File: src/rtl/crc_pkg.sv
package crc_pkg;

   // Frame sequencing states
   typedef enum logic [1:0] {
      ST_IDLE = 2'd0,
      ST_DATA = 2'd1,
      ST_TX   = 2'd2,
      ST_RX   = 2'd3
   } crc_state_e;

   // Register operations requested by the sequencer
   typedef enum logic [1:0] {
      OP_HOLD  = 2'd0,
      OP_LOAD  = 2'd1,
      OP_DATA  = 2'd2,
      OP_SHIFT = 2'd3
   } crc_op_e;

endpackage

File: src/rtl/crc_len_decode.sv
// Turns a clamped length into a bit mask and a one-hot MSB selector.
module crc_len_decode #(
   parameter int MAX_W = 8,
   parameter int LEN_W = $clog2(MAX_W + 1)
) (
   input  logic [LEN_W-1:0] len,
   output logic [MAX_W-1:0] mask,
   output logic [MAX_W-1:0] top
);

   for (genvar i = 0; i < MAX_W; i++) begin : g_bit
      assign mask[i] = (len > LEN_W'(i));
      assign top[i]  = (len == LEN_W'(i + 1));
   end

endmodule

File: src/rtl/crc_shift_reg.sv
// CRC state register with seed load, data update and plain shift-out.
module crc_shift_reg
   import crc_pkg::*;
#(
   parameter int MAX_W = 8
) (
   input  logic             clk,
   input  logic             rst_n,
   input  crc_op_e          op,
   input  logic [MAX_W-1:0] seed,
   input  logic [MAX_W-1:0] taps,
   input  logic [MAX_W-1:0] mask,
   input  logic [MAX_W-1:0] top,
   input  logic             din,
   output logic             msb
);

   logic [MAX_W-1:0] r_q;
   logic [MAX_W-1:0] r_d;
   logic [MAX_W-1:0] shifted;
   logic             fb;

   always_comb begin
      msb     = |(r_q & top);
      fb      = msb ^ din;
      shifted = (r_q << 1) & mask;
      unique case (op)
         OP_LOAD:  r_d = seed;
         OP_DATA:  r_d = shifted ^ (fb ? taps : '0);
         OP_SHIFT: r_d = shifted;
         default:  r_d = r_q;
      endcase
   end

   always_ff @(posedge clk or negedge rst_n) begin
      if (!rst_n) r_q <= '0;
      else        r_q <= r_d;
   end

endmodule

File: src/rtl/crc_ctrl.sv
// Frame sequencer: data phase, CRC emission or comparison, result pulse.
module crc_ctrl
   import crc_pkg::*;
#(
   parameter int MAX_W = 8,
   parameter int LEN_W = $clog2(MAX_W + 1)
) (
   input  logic             clk,
   input  logic             rst_n,
   input  logic             sof,
   input  logic             eod,
   input  logic             bit_vld,
   input  logic             bit_in,
   input  logic             msb,
   input  logic             chk_mode,
   input  logic [LEN_W-1:0] len,
   output crc_op_e          op,
   output logic             out_vld,
   output logic             done,
   output logic             ok
);

   crc_state_e       state_q;
   logic [LEN_W-1:0] cnt_q;
   logic             mis_q;
   logic             bit_bad;
   logic             last_bit;

   assign bit_bad  = bit_in ^ msb;
   assign last_bit = (cnt_q == LEN_W'(1));
   assign out_vld  = (state_q == ST_TX);

   always_comb begin
      op = OP_HOLD;
      if (sof) begin
         op = OP_LOAD;
      end else begin
         unique case (state_q)
            ST_DATA:      op = bit_vld ? OP_DATA  : OP_HOLD;
            ST_TX, ST_RX: op = bit_vld ? OP_SHIFT : OP_HOLD;
            default:      op = OP_HOLD;
         endcase
      end
   end

   always_ff @(posedge clk or negedge rst_n) begin
      if (!rst_n) begin
         state_q <= ST_IDLE;
         cnt_q   <= '0;
         mis_q   <= 1'b0;
         done    <= 1'b0;
         ok      <= 1'b0;
      end else begin
         done <= 1'b0;
         ok   <= 1'b0;
         if (sof) begin
            state_q <= ST_DATA;
            cnt_q   <= '0;
            mis_q   <= 1'b0;
         end else begin
            unique case (state_q)
               ST_DATA: begin
                  if (eod) begin
                     if (len == '0) begin
                        state_q <= ST_IDLE;
                        done    <= chk_mode;
                        ok      <= chk_mode;
                     end else begin
                        state_q <= chk_mode ? ST_RX : ST_TX;
                        cnt_q   <= len;
                        mis_q   <= 1'b0;
                     end
                  end
               end
               ST_TX: begin
                  if (bit_vld) begin
                     cnt_q <= cnt_q - LEN_W'(1);
                     if (last_bit) state_q <= ST_IDLE;
                  end
               end
               ST_RX: begin
                  if (bit_vld) begin
                     cnt_q <= cnt_q - LEN_W'(1);
                     mis_q <= mis_q | bit_bad;
                     if (last_bit) begin
                        state_q <= ST_IDLE;
                        done    <= 1'b1;
                        ok      <= ~(mis_q | bit_bad);
                     end
                  end
               end
               default: ;
            endcase
         end
      end
   end

endmodule

File: src/rtl/crc_engine.sv
// Programmable-length serial CRC generator and checker.
module crc_engine
   import crc_pkg::*;
#(
   parameter int MAX_W = 8,
   parameter int LEN_W = $clog2(MAX_W + 1)
) (
   input  logic             clk,
   input  logic             rst_n,
   input  logic             mode_chk,
   input  logic [MAX_W-1:0] cfg_poly,
   input  logic [MAX_W-1:0] cfg_seed,
   input  logic [LEN_W-1:0] cfg_len,
   input  logic             sof,
   input  logic             eod,
   input  logic             bit_vld,
   input  logic             bit_in,
   output logic             crc_out,
   output logic             crc_out_vld,
   output logic             chk_done,
   output logic             chk_ok
);

   if (MAX_W < 1 || MAX_W > 32) begin : g_bad_width
      $error("crc_engine: MAX_W must lie in 1..32");
   end
   if (LEN_W < $clog2(MAX_W + 1)) begin : g_bad_len_w
      $error("crc_engine: LEN_W too narrow for MAX_W");
   end

   localparam logic [LEN_W-1:0] LEN_MAX = LEN_W'(MAX_W);

   logic [MAX_W-1:0] poly_q;
   logic [LEN_W-1:0] len_q;
   logic             chk_q;
   logic [LEN_W-1:0] len_clamped;
   logic [MAX_W-1:0] mask;
   logic [MAX_W-1:0] top;
   logic [MAX_W-1:0] taps;
   logic             msb;
   logic             out_vld;
   crc_op_e          op;

   assign len_clamped = (cfg_len > LEN_MAX) ? LEN_MAX : cfg_len;
   assign taps        = poly_q & mask;

   always_ff @(posedge clk or negedge rst_n) begin
      if (!rst_n) begin
         poly_q <= '0;
         len_q  <= '0;
         chk_q  <= 1'b0;
      end else if (sof) begin
         poly_q <= cfg_poly;
         len_q  <= len_clamped;
         chk_q  <= mode_chk;
      end
   end

   crc_len_decode #(.MAX_W(MAX_W), .LEN_W(LEN_W)) u_dec (
      .len  (len_q),
      .mask (mask),
      .top  (top)
   );

   crc_shift_reg #(.MAX_W(MAX_W)) u_reg (
      .clk   (clk),
      .rst_n (rst_n),
      .op    (op),
      .seed  (cfg_seed),
      .taps  (taps),
      .mask  (mask),
      .top   (top),
      .din   (bit_in),
      .msb   (msb)
   );

   crc_ctrl #(.MAX_W(MAX_W), .LEN_W(LEN_W)) u_ctrl (
      .clk      (clk),
      .rst_n    (rst_n),
      .sof      (sof),
      .eod      (eod),
      .bit_vld  (bit_vld),
      .bit_in   (bit_in),
      .msb      (msb),
      .chk_mode (chk_q),
      .len      (len_q),
      .op       (op),
      .out_vld  (out_vld),
      .done     (chk_done),
      .ok       (chk_ok)
   );

   assign crc_out_vld = out_vld;
   assign crc_out     = out_vld & msb;

endmodule

File: config.mk
export PLATFORM = sky130hd
export DESIGN_NAME = crc_engine
export DESIGN_NICKNAME = d
export VERILOG_FILES = /design/src/rtl/crc_pkg.sv /design/src/rtl/crc_len_decode.sv /design/src/rtl/crc_shift_reg.sv /design/src/rtl/crc_ctrl.sv /design/src/rtl/crc_engine.sv
export SDC_FILE = /design/constraint.sdc
export NUM_CORES = 1
export LEC_CHECK = 0
export BUFFER_PORTS_ARGS = -buffer_cell sky130_fd_sc_hd__buf_2
export CAP_MARGIN = 20
export CORE_ASPECT_RATIO = 1.4
export CORE_MARGIN = 5
export CORE_UTILIZATION = 40
export CTS_CLUSTER_DIAMETER = 200
export CTS_CLUSTER_SIZE = 40
export DETAILED_ROUTE_END_ITERATION = 8
export PLACE_DENSITY_LB_ADDON = 0.25
export SETUP_SLACK_MARGIN = 0.4
export SLEW_MARGIN = 20
export SYNTH_ARGS = -nofsm -noshare
export SYNTH_HDL_FRONTEND = slang
export SYNTH_SLANG_ARGS = --single-unit
File: constraint.sdc
create_clock -name clk -period 2.8 [get_ports clk]
set_clock_uncertainty 0.15 [all_clocks]
set_input_delay 0 -clock clk [delete_from_list [all_inputs] [get_ports clk]]
set_output_delay 0 -clock clk [all_outputs]
set_load 0.05 [all_outputs]
* After elaboration in Yosys (flattened, before gate mapping)
Cells that the tools add are included.
Storage, ports and cells: bits in registers 30, input bits 27, output and inout port bits 4, logic and storage cells 90
Cells by class: add/subtract/negate cells 1, $lt $le $gt $ge 9, equality and inequality tests 20, multiplexer cells 34, bitwise logic cells 8, reduce and logical (&&, ||, !) cells 9
Operators by type and width (number):
- $and 8x8->8 | 3
- $pmux 8 s3 | 1
- $mux 4 | 5
- $eq 4x3->1 const B | 4
- $gt 4x3->1 const B | 4
- $mux 2 | 8
- $mux 1 | 13
- $reduce_and 4->1 | 3
- $ne 3x3->1 const B | 3
- $reduce_bool 3->1 | 3
- $eq 2x2->1 const B | 4
- $eq 4x1->1 const B | 2
- $eq 4x2->1 const B | 2
- $gt 4x1->1 const B | 2
- $gt 4x2->1 const B | 2
- $mux 8 | 1
- $pmux 2 s2 | 2
- $pmux 4 s2 | 1
- $reduce_or 8->1 | 1
- $xor 8x8->8 | 1
- $ne 3x1->1 const B | 2
- $pmux 1 s2 | 3
- $eq 2x1->1 const B | 2
- $eq 4x4->1 const B | 1
- other kinds (8) | 8

* Longest topological paths before layout
Gate-level depths: netlist of run 1.
word-level depth 10, depth in mapped cells 9, depth with buffers taken out 7

* Hierarchy
Synthesis of run 1 repeated with hierarchy kept, for this count alone.
Unflattened totals: cell total of the unflattened synthesis 225, area, all modules 2100.8 um^2
By module, submodules not included:
- crc_shift_reg | instances 1, cells an instance 90, area each 800.8 um^2, sequential area each 200.2 um^2
- crc_ctrl | instances 1, cells an instance 69, area each 588.1 um^2, sequential area each 225.2 um^2
- crc_engine | instances 1, cells an instance 43, area each 584.3 um^2, sequential area each 325.3 um^2
- crc_len_decode | instances 1, cells an instance 23, area each 127.6 um^2, sequential area each 0.0 um^2

* Least setup slack after synthesis of run 1
No wires, ideal clock.
kind register -> output, from register u_ctrl.state_q[1], to output crc_out, arrival 2112 ps, data required time 2650 ps, setup slack 538 ps, stages on the path, launching flop included 5, path buffers 2, cells stage by stage dfrtp_1 clkbuf_1 clkbuf_1 nor2b_1 o21a_1
On the way: cells in the longest elaborated chain, start to end 2
RTL lines:
- start: declaration | RTL line crc_ctrl.sv:23 | crc_state_e state_q;
- start signal: assignment | RTL line crc_ctrl.sv:69 | state_q <= chk_mode ? ST_RX : ST_TX;
- $eq 2x2->1 | RTL line crc_ctrl.sv:31 | assign out_vld = (state_q == ST_TX);
- net crc_out_vld | RTL line crc_engine.sv:19 | output logic crc_out_vld,
- $and 1x1->1 | RTL line crc_engine.sv:94 | assign crc_out = out_vld & msb;
- end: declaration | RTL line crc_engine.sv:18 | output logic crc_out,
The timed path passes the listed nets, and every way through them passes these cells.

* Worst setup path after layout of run 1
from register len_q[0], to register u_reg.r_q[4]
On the way: cells in the longest elaborated chain, start to end 7, elaborated cells between the ends (all ways) 17, those cells by class order compare: 1; eq/ne: 8; mux: 2; bitwise: 5; reduce/logical: 1
RTL lines:
- start: declaration | RTL line crc_engine.sv:34 | logic [LEN_W-1:0] len_q;
- start signal: assignment | RTL line crc_engine.sv:54 | len_q <= len_clamped;
- $eq 4x1->1, or another cell as far along | RTL line crc_len_decode.sv:13 | assign top[i] = (len == LEN_W'(i + 1));
- $and 8x8->8 | RTL line crc_shift_reg.sv:24 | msb = |(r_q & top);
- $reduce_or 8->1 | RTL line crc_shift_reg.sv:24
- $xor 1x1->1 | RTL line crc_shift_reg.sv:25 | fb = msb ^ din;
- $mux 8 | RTL line crc_shift_reg.sv:29 | OP_DATA: r_d = shifted ^ (fb ? taps : '0);
- $xor 8x8->8 | RTL line crc_shift_reg.sv:29
- $pmux 8 s3 * | RTL line crc_shift_reg.sv:27 | unique case (op)
- end signal: assignment | RTL line crc_shift_reg.sv:37 | else r_q <= r_d;
- end: declaration | RTL line crc_shift_reg.sv:18 | logic [MAX_W-1:0] r_q;
Mark *: on every way between the ends. The rest lies on a longest branch, timed or not. A chain may end at the register's enable or synchronous reset.

==> results of run 1 <==
==> report_power, final <==
group	switching [mW]	internal [mW]	leakage (nW)
sequential	0.0628	0.484	0.366
combinational	0.151	0.152	0.613
clock	0.161	0.198	0.0482
==> worst paths after layout <==
path                                 to  slack [ps]  cells after the start
setup / recovery           u_reg.r_q[4]         490                      8
hold / removal                u_ctrl.ok          30                      2
setup reg to reg           u_reg.r_q[4]         490                      8
hold reg to reg               poly_q[6]         350                      1
max in group asynchronous      len_q[2]        1880                      2
min in group asynchronous  u_reg.r_q[2]         150                      2
==> metrics by stage <==
stage / cell area, um2 / util (%)
3_3_place_gp: 1940 / 45.7
3_5_place_dp: 1940 / 45.7
5_1_grt: 2320 / 54.6
4_1_cts: 2290 / 53.9
6_report: 2320 / 54.6
2_1_floorplan: 1750 / -
==> cell families after synthesis <==
kind of cell / count (synthesis) / synth area share, %
buf+inv: 22 / 6.28
simple gates: 79 / 23.4
mux: 11 / 6.92
xor+xnor: 4 / 2.00
compound gates: 46 / 17.2
flops: 30 / 42.8
fa+ha+maj: 2 / 1.43
==> placed cells by master, fill, tap and decap left out, drive strengths merged, types with 2 or more instances in the layout <==
cell and count:
o221ai 4, o21ai 14, dfrtp 30, mux2i 2
mux2 9, clkbuf 7, nand2 29, o22ai 2
ha 2, a211oi 3, nor3 7, and3 4
nand3b 3, inv 8, nand2b 3, o31ai 2
buf 38, nor2 13, nand4 2, or3 3
dlygate4sd3 24, xnor2 3, a21oi 10, and4 4
nand3 4
==> what timing repair did <==
item,in CTS,in global routing
hold buffers,24,0
setup endpoints to repair,8,13
cloned,0,0
hold endpoints to repair,55,0
buffers inserted,2,1
pin swaps,0,1
gates resized for setup,2,10
==> state kept, by name, indices dropped and copies added (netlist names), 2 cells and up <==
name and count:
len_q 4, poly_q 8, u_ctrl.cnt_q 4, u_ctrl.state_q 2
u_reg.r_q 8
==> per-layer routing <==
layer	vias up	GRT usage, %	share of wire [%]
li1	804	-	-
met1	783	18.1	40
met2	39	31.6	54
met3	11	3.81	3.8
met4	0	9.06	2.5
met5	-	0	0
==> critical path, cell delays in order (launching register included) <==
cell	delay (ps)
dfrtp_2	420
mux2_2	340
nand3_1	90
nand3_2	100
or3_4	430
buf_4	150
and4_2	230
xnor2_1	130
o221ai_1	130
==> cell type report <==
type | count | area (um2) | share of cell area (%)
multi-input combinational | 142 | 913 | 39.4
sequential | 30 | 756 | 32.6
timing repair buffer | 62 | 450 | 19.4
clock buffer | 7 | 86.3 | 3.73
tap | 60 | 75.1 | 3.24
inverter | 8 | 30.0 | 1.30
clock inverter | 1 | 5.00 | 0.216
==> run_results.csv, run 1 <==
group,metric,value,unit
global_route,overflow,0,
synth,syn-num-nets,223,
clock_tree,cts_made_buffers,5,
sta,period_needed,2310,ps
placed_design,gp_congestion,0.898,
cells_and_area,drive_gt1_share,27.6,%
clock_tree,h-tree-depth,2,
cells_and_area,num-fill-cells,397,
sta,setup_ws,490,ps
synth,async_flop_share,100,%
clock_tree,cts-root-buf,"clkbuf_8",
power_and_ir_drop,max-vdd-ir-drop,0.000267,V
route,drc,0,
setup_path,start_kind,"flop",
placed_design,pre_cts_ws,307,ps
setup_path,timing.critical_path.to_type,"flop",
die,core.rowCount,28,
setup_path,reg2reg_from,"len_q[0]",
global_route,antenna_found_initial,0,
synth,yosys-top-cells-area,"dfrtp_1, nand2_1, mux2_2",
route,routed_wirelength,4600,um
route,drt_iter0_drc,75,
sta,slew_headroom,55.5,%
synth,synth_top_area_cell,"dfrtp_1",
synth,synth_most_common_cell,"dfrtp_1",
cells_and_area,nets,278,
route,viasPerCell,5.28,
placed_design,placed_cells,275,
clock_tree,cts.sinks,30,
die,core_area,4240,um2
route,vias,1637,
min_path,hp-class,"input pin to flop",
sta,setup_tns,0,ps
synth,synth_flop_cell,"dfrtp_1",
clock_tree,path_clk_slew,70,ps
clock_tree,clockBufferDepth,2,
route,post_drt_wl_per_cell,14.8,um
sta,rsz0062_at_grt,"no",
sta,hold_ws,31.6,ps
synth,synth_cell_types,50,
sta,worst_slew_pin_slew,668,ps
placed_design,hpwl,3140,um
synth,yosysWarnings,0,
power_and_ir_drop,power_density,522,nW/um2
setup_path,worstPathRequired,2810,ps
route,drt-pass1-iter-count,6,
placed_design,portBuffers,30,
synth,seq_area_frac_synth,42.8,%
die,die-height,88.4,um
clock_tree,clk_latency,290,ps
global_route,grt_usage,17.2,%
die,die_w,66.0,um
synth,synthTopCellsByCount,"dfrtp_1, nand2_1, nor2_1, o21ai_0, a21oi_1",
setup_path,crit_type,"flop to flop",
synth,synth_top_area_share,42.8,%
sta,slew_viol_final,0,
synth,synth.cell_area,1750,um2
run_status,status,"finished, final reports clean",
setup_path,cp_data_arrival_time,2320,ps
setup_path,worst-path-max-fanout,8,
cells_and_area,insertedDiodeCount,0,
route,ant_nets,0,
die,design.portCount,31,
synth,synth_edf_count,0,
min_path,hold_start,"sof",
synth,ys_ff_latch,30,
sta,setup_viol,0,
power_and_ir_drop,power,1.21,mW
sta,fmax,0.433,GHz
sta,hold_viol,0,
clock_tree,cts_tree,"yes",
global_route,grt_pass1_wl,7450,um
global_route,grt_pass1_vias,1647,
power_and_ir_drop,p_leak,1.03,nW
die,initial_core_util,41.4,%
sta,fin_crit_sh,82.5,%
synth,synthesis.instances,194,
run,cap_violations,0,
setup_path,startpoint,"len_q[0]",
global_route,grt_max_degree,31,
cells_and_area,syn_to_final_growth,32.0,%
die,die-area,5830,um2
synth,syn_avg_cell_area,9.04,um2
cells_and_area,final_cells,310,
Note: power is estimated with default switching activity, not from simulation.
==> run 2, diff against run 1 <==
--- a/config.mk
+++ b/config.mk
@@ -5,6 +5,7 @@
 export SDC_FILE = /design/constraint.sdc
 export NUM_CORES = 1
 export LEC_CHECK = 0
+export ABC_AREA = 1
 export BUFFER_PORTS_ARGS = -buffer_cell sky130_fd_sc_hd__buf_2
 export CAP_MARGIN = 20
 export CORE_ASPECT_RATIO = 1.4
==> constraint.sdc (replaced) <==
create_clock -name clk -period 2 [get_ports clk]
set_clock_uncertainty 0.15 [all_clocks]
set_input_delay 0 -clock clk [delete_from_list [all_inputs] [get_ports clk]]
set_output_delay 0 -clock clk [all_outputs]
set_load 0.05 [all_outputs]
==> run 2 against run 1 <==
Register-to-register slack lost 340 ps. Final cell count grew 25%. First-iteration DRC count grew 36%. Power grew 86%. Fmax grew 25%. Clock power grew 27%. Combinational power grew to 3.1 times the previous value. Count of clock-buffer cells in the layout is the same. Critical path depth grew 2. Largest cell class unchanged. Largest power group is now combinational cells.
==> run_results.csv, run 2 <==
group,metric,value,unit
die,core.rowCount,29,
route,drt-pass1-iter-count,4,
synth,synthAdderAreaFrac,1.37,%
setup_path,crit_type,"flop to flop",
global_route,antenna_found_initial,0,
setup_path,worstPathRequired,2060,ps
placed_design,gp_congestion,0.918,
sta,setup_tns,0,ps
die,die-area,6050,um2
sta,worst_slew_pin_slew,678,ps
clock_tree,h-tree-depth,2,
synth,synth.cell_area,1830,um2
cells_and_area,final_cell_mix,"nand2_1, dlygate4sd3_1, nand3_1, buf_2, dfrtp_1",
synth,seq_area_frac_synth,41.0,%
clock_tree,cts-root-buf,"clkbuf_8",
clock_tree,cts_tree,"yes",
cells_and_area,regArea,757,um2
route,drc,0,
clock_tree,clk_latency,280,ps
sta,rsz0062_at_grt,"yes",
synth,yosysWarnings,0,
synth,synth-xor-area-share,0,%
cells_and_area,syn_to_final_growth,43.4,%
power_and_ir_drop,p_leak,1.28,nW
global_route,grt_usage,20.0,%
clock_tree,cts.sinks,30,
placed_design,portBuffers,30,
synth,synth_top_area_cell,"dfrtp_1",
die,initial_core_util,40.7,%
synth,syn-num-nets,279,
global_route,overflow,0,
synth,synth_flop_cell,"dfrtp_1",
setup_path,r2r_slack,150,ps
synth,synth_compound_area_share,16.0,%
route,routed_wirelength,5500,um
cells_and_area,drive_gt1_share,28.8,%
placed_design,hpwl,3570,um
route,drt_iter0_drc,102,
clock_tree,clockBufferDepth,2,
cells_and_area,insertedDiodeCount,0,
synth,yosys-top-cells-area,"dfrtp_1, nand2_1, nand3_1",
die,core_area,4500,um2
cells_and_area,num-fill-cells,446,
setup_path,reg2regPathDepth,10,
setup_path,reg2reg_from,"len_q[1]",
min_path,min_path_cells,5,
power_and_ir_drop,power_density,857,nW/um2
cells_and_area,multiInputGateArea,991,um2
setup_path,worst-path-max-fanout,7,
sta,hold_viol,0,
setup_path,timing.critical_path.to_type,"flop",
sta,slew_viol_final,0,
synth,synthTopCellsByCount,"nand2_1, nand3_1, dfrtp_1",
global_route,grt_max_degree,34,
cells_and_area,reg_top3,"poly_q (8), u_reg.r_q (8)",
die,die_w,67.2,um
sta,hold_ws,19.0,ps
cells_and_area,nets,355,
clock_tree,path_clk_slew,60,ps
run_status,status,"finished, final reports clean",
synth,synth_mux_area_share,0,%
global_route,grt_pass1_wl,9200,um
setup_path,cp_data_arrival_time,1910,ps
sta,setup_viol,0,
synth,synthesis.instances,250,
synth,synth_cell_types,33,
synth,syn_avg_cell_area,7.33,um2
min_path,hold_end,"u_ctrl.state_q[0]",
die,die-height,90.1,um
synth,synth_edf_count,0,
sta,slew_headroom,54.8,%
synth,synth_top_family_by_area,"simple AND/OR/NAND/NOR gates",
sta,fin_crit_sh,92.7,%
synth,ys_ff_latch,30,
run,cap_violations,0,
die,design.portCount,31,
route,vias,1929,
route,ant_nets,0,
synth,async_flop_share,100,%
synth,synth_most_common_cell,"nand2_1",
route,viasPerCell,4.97,
synth,synth_top_area_share,41.0,%
setup_path,start_kind,"flop",
power_and_ir_drop,max-vdd-ir-drop,0.000438,V
setup_path,r2r-end,"u_ctrl.ok",
synth,synth_simple_gate_area_share,31.4,%
global_route,grt_pass1_vias,1951,
min_path,hp-class,"input pin to flop",
min_path,hold_start,"sof",
cells_and_area,final_common_cell,"nand2_1",
sta,fmax,0.539,GHz
route,post_drt_wl_per_cell,14.2,um
clock_tree,cts_made_buffers,5,
sta,period_needed,1850,ps
run 2: cell types whose count changed after synthesis, moves of 9 or more:
cell	delta
inv_1	+17
inv_2	+10
mux2_2	-9
nand2_1	+36
nand3_1	+27
run 2: kinds of logic after synthesis:
logic type	after synthesis
and+or+nand+nor	127
AOI/OAI and AO/OA	47
buffers and inverters	44
adders and majority gates	2
DFF	30
run 2: cell type report:
| cell class | count | share of cell area (%) |
|---|---|---|
| multi-input combinational | 177 | 37.7 |
| clock buffer | 7 | 2.90 |
| tap | 62 | 2.95 |
| sequential | 30 | 28.8 |
| inverter | 36 | 5.43 |
| timing repair buffer | 76 | 22.2 |
run 2: worst max-delay path by stage:
stage,start,endpoint,cells past startpoint
final,len_q[1],u_ctrl.ok,10
after global routing,len_q[0],u_ctrl.ok,11
after CTS,len_q[0],u_ctrl.mis_q,11
after detailed placement,len_q[1],u_ctrl.mis_q,12
after global placement,len_q[1],u_ctrl.mis_q,10
after floorplan,len_q[3],u_reg.r_q[1],12
run 2: critical path, cell delays in order, from the launching register on:
cell	delay (ps)
dfrtp_2	460
buf_6	150
nor2_1	40
nand3_1	70
nand2_2	70
nor2_4	180
nand2_2	100
nand2_4	80
nand2_4	90
or2_4	250
a21boi_2	140
run 2: metal layers:
layer | GRT usage, % | vias up | wire length (um)
li1 | - | 973 | -
met1 | 21.7 | 893 | 2140
met2 | 36.3 | 47 | 3020
met3 | 4.11 | 16 | 189
met4 | 7.95 | 0 | 148
met5 | 0 | - | 0
run 2: power by group:
part	leakage, nW	internal [mW]	total, mW	switching (mW)
Combinational	0.876	0.378	0.927	0.549
Sequential	0.368	0.730	0.868	0.138
Clock	0.0383	0.239	0.457	0.218
run 2: timing repair:
action	in CTS	in global routing
cloned	1	0
buffers inserted	9	1
hold buffers	31	0
endpoints found under the setup margin	17	20
gates resized for setup	19	8
pin swaps	5	3
endpoints found under the hold margin	53	0
run 2: stage by stage:
| step | setup WS [ps] | total power, mW | utilization, % | cell area, um2 | cells |
|---|---|---|---|---|---|
| floorplan | 368 | 1.40 | - | 1860 | 250 |
| finish | 146 | 2.25 | 58.4 | 2630 | 388 |
| global route | 92.1 | 2.43 | 58.4 | 2630 | 388 |
| CTS | 212 | 2.22 | 57.6 | 2590 | 387 |
| detailed placement | 45.0 | 1.62 | 46.0 | 2070 | 339 |
| global placement | 95.3 | 1.61 | 46.0 | 2070 | 339 |
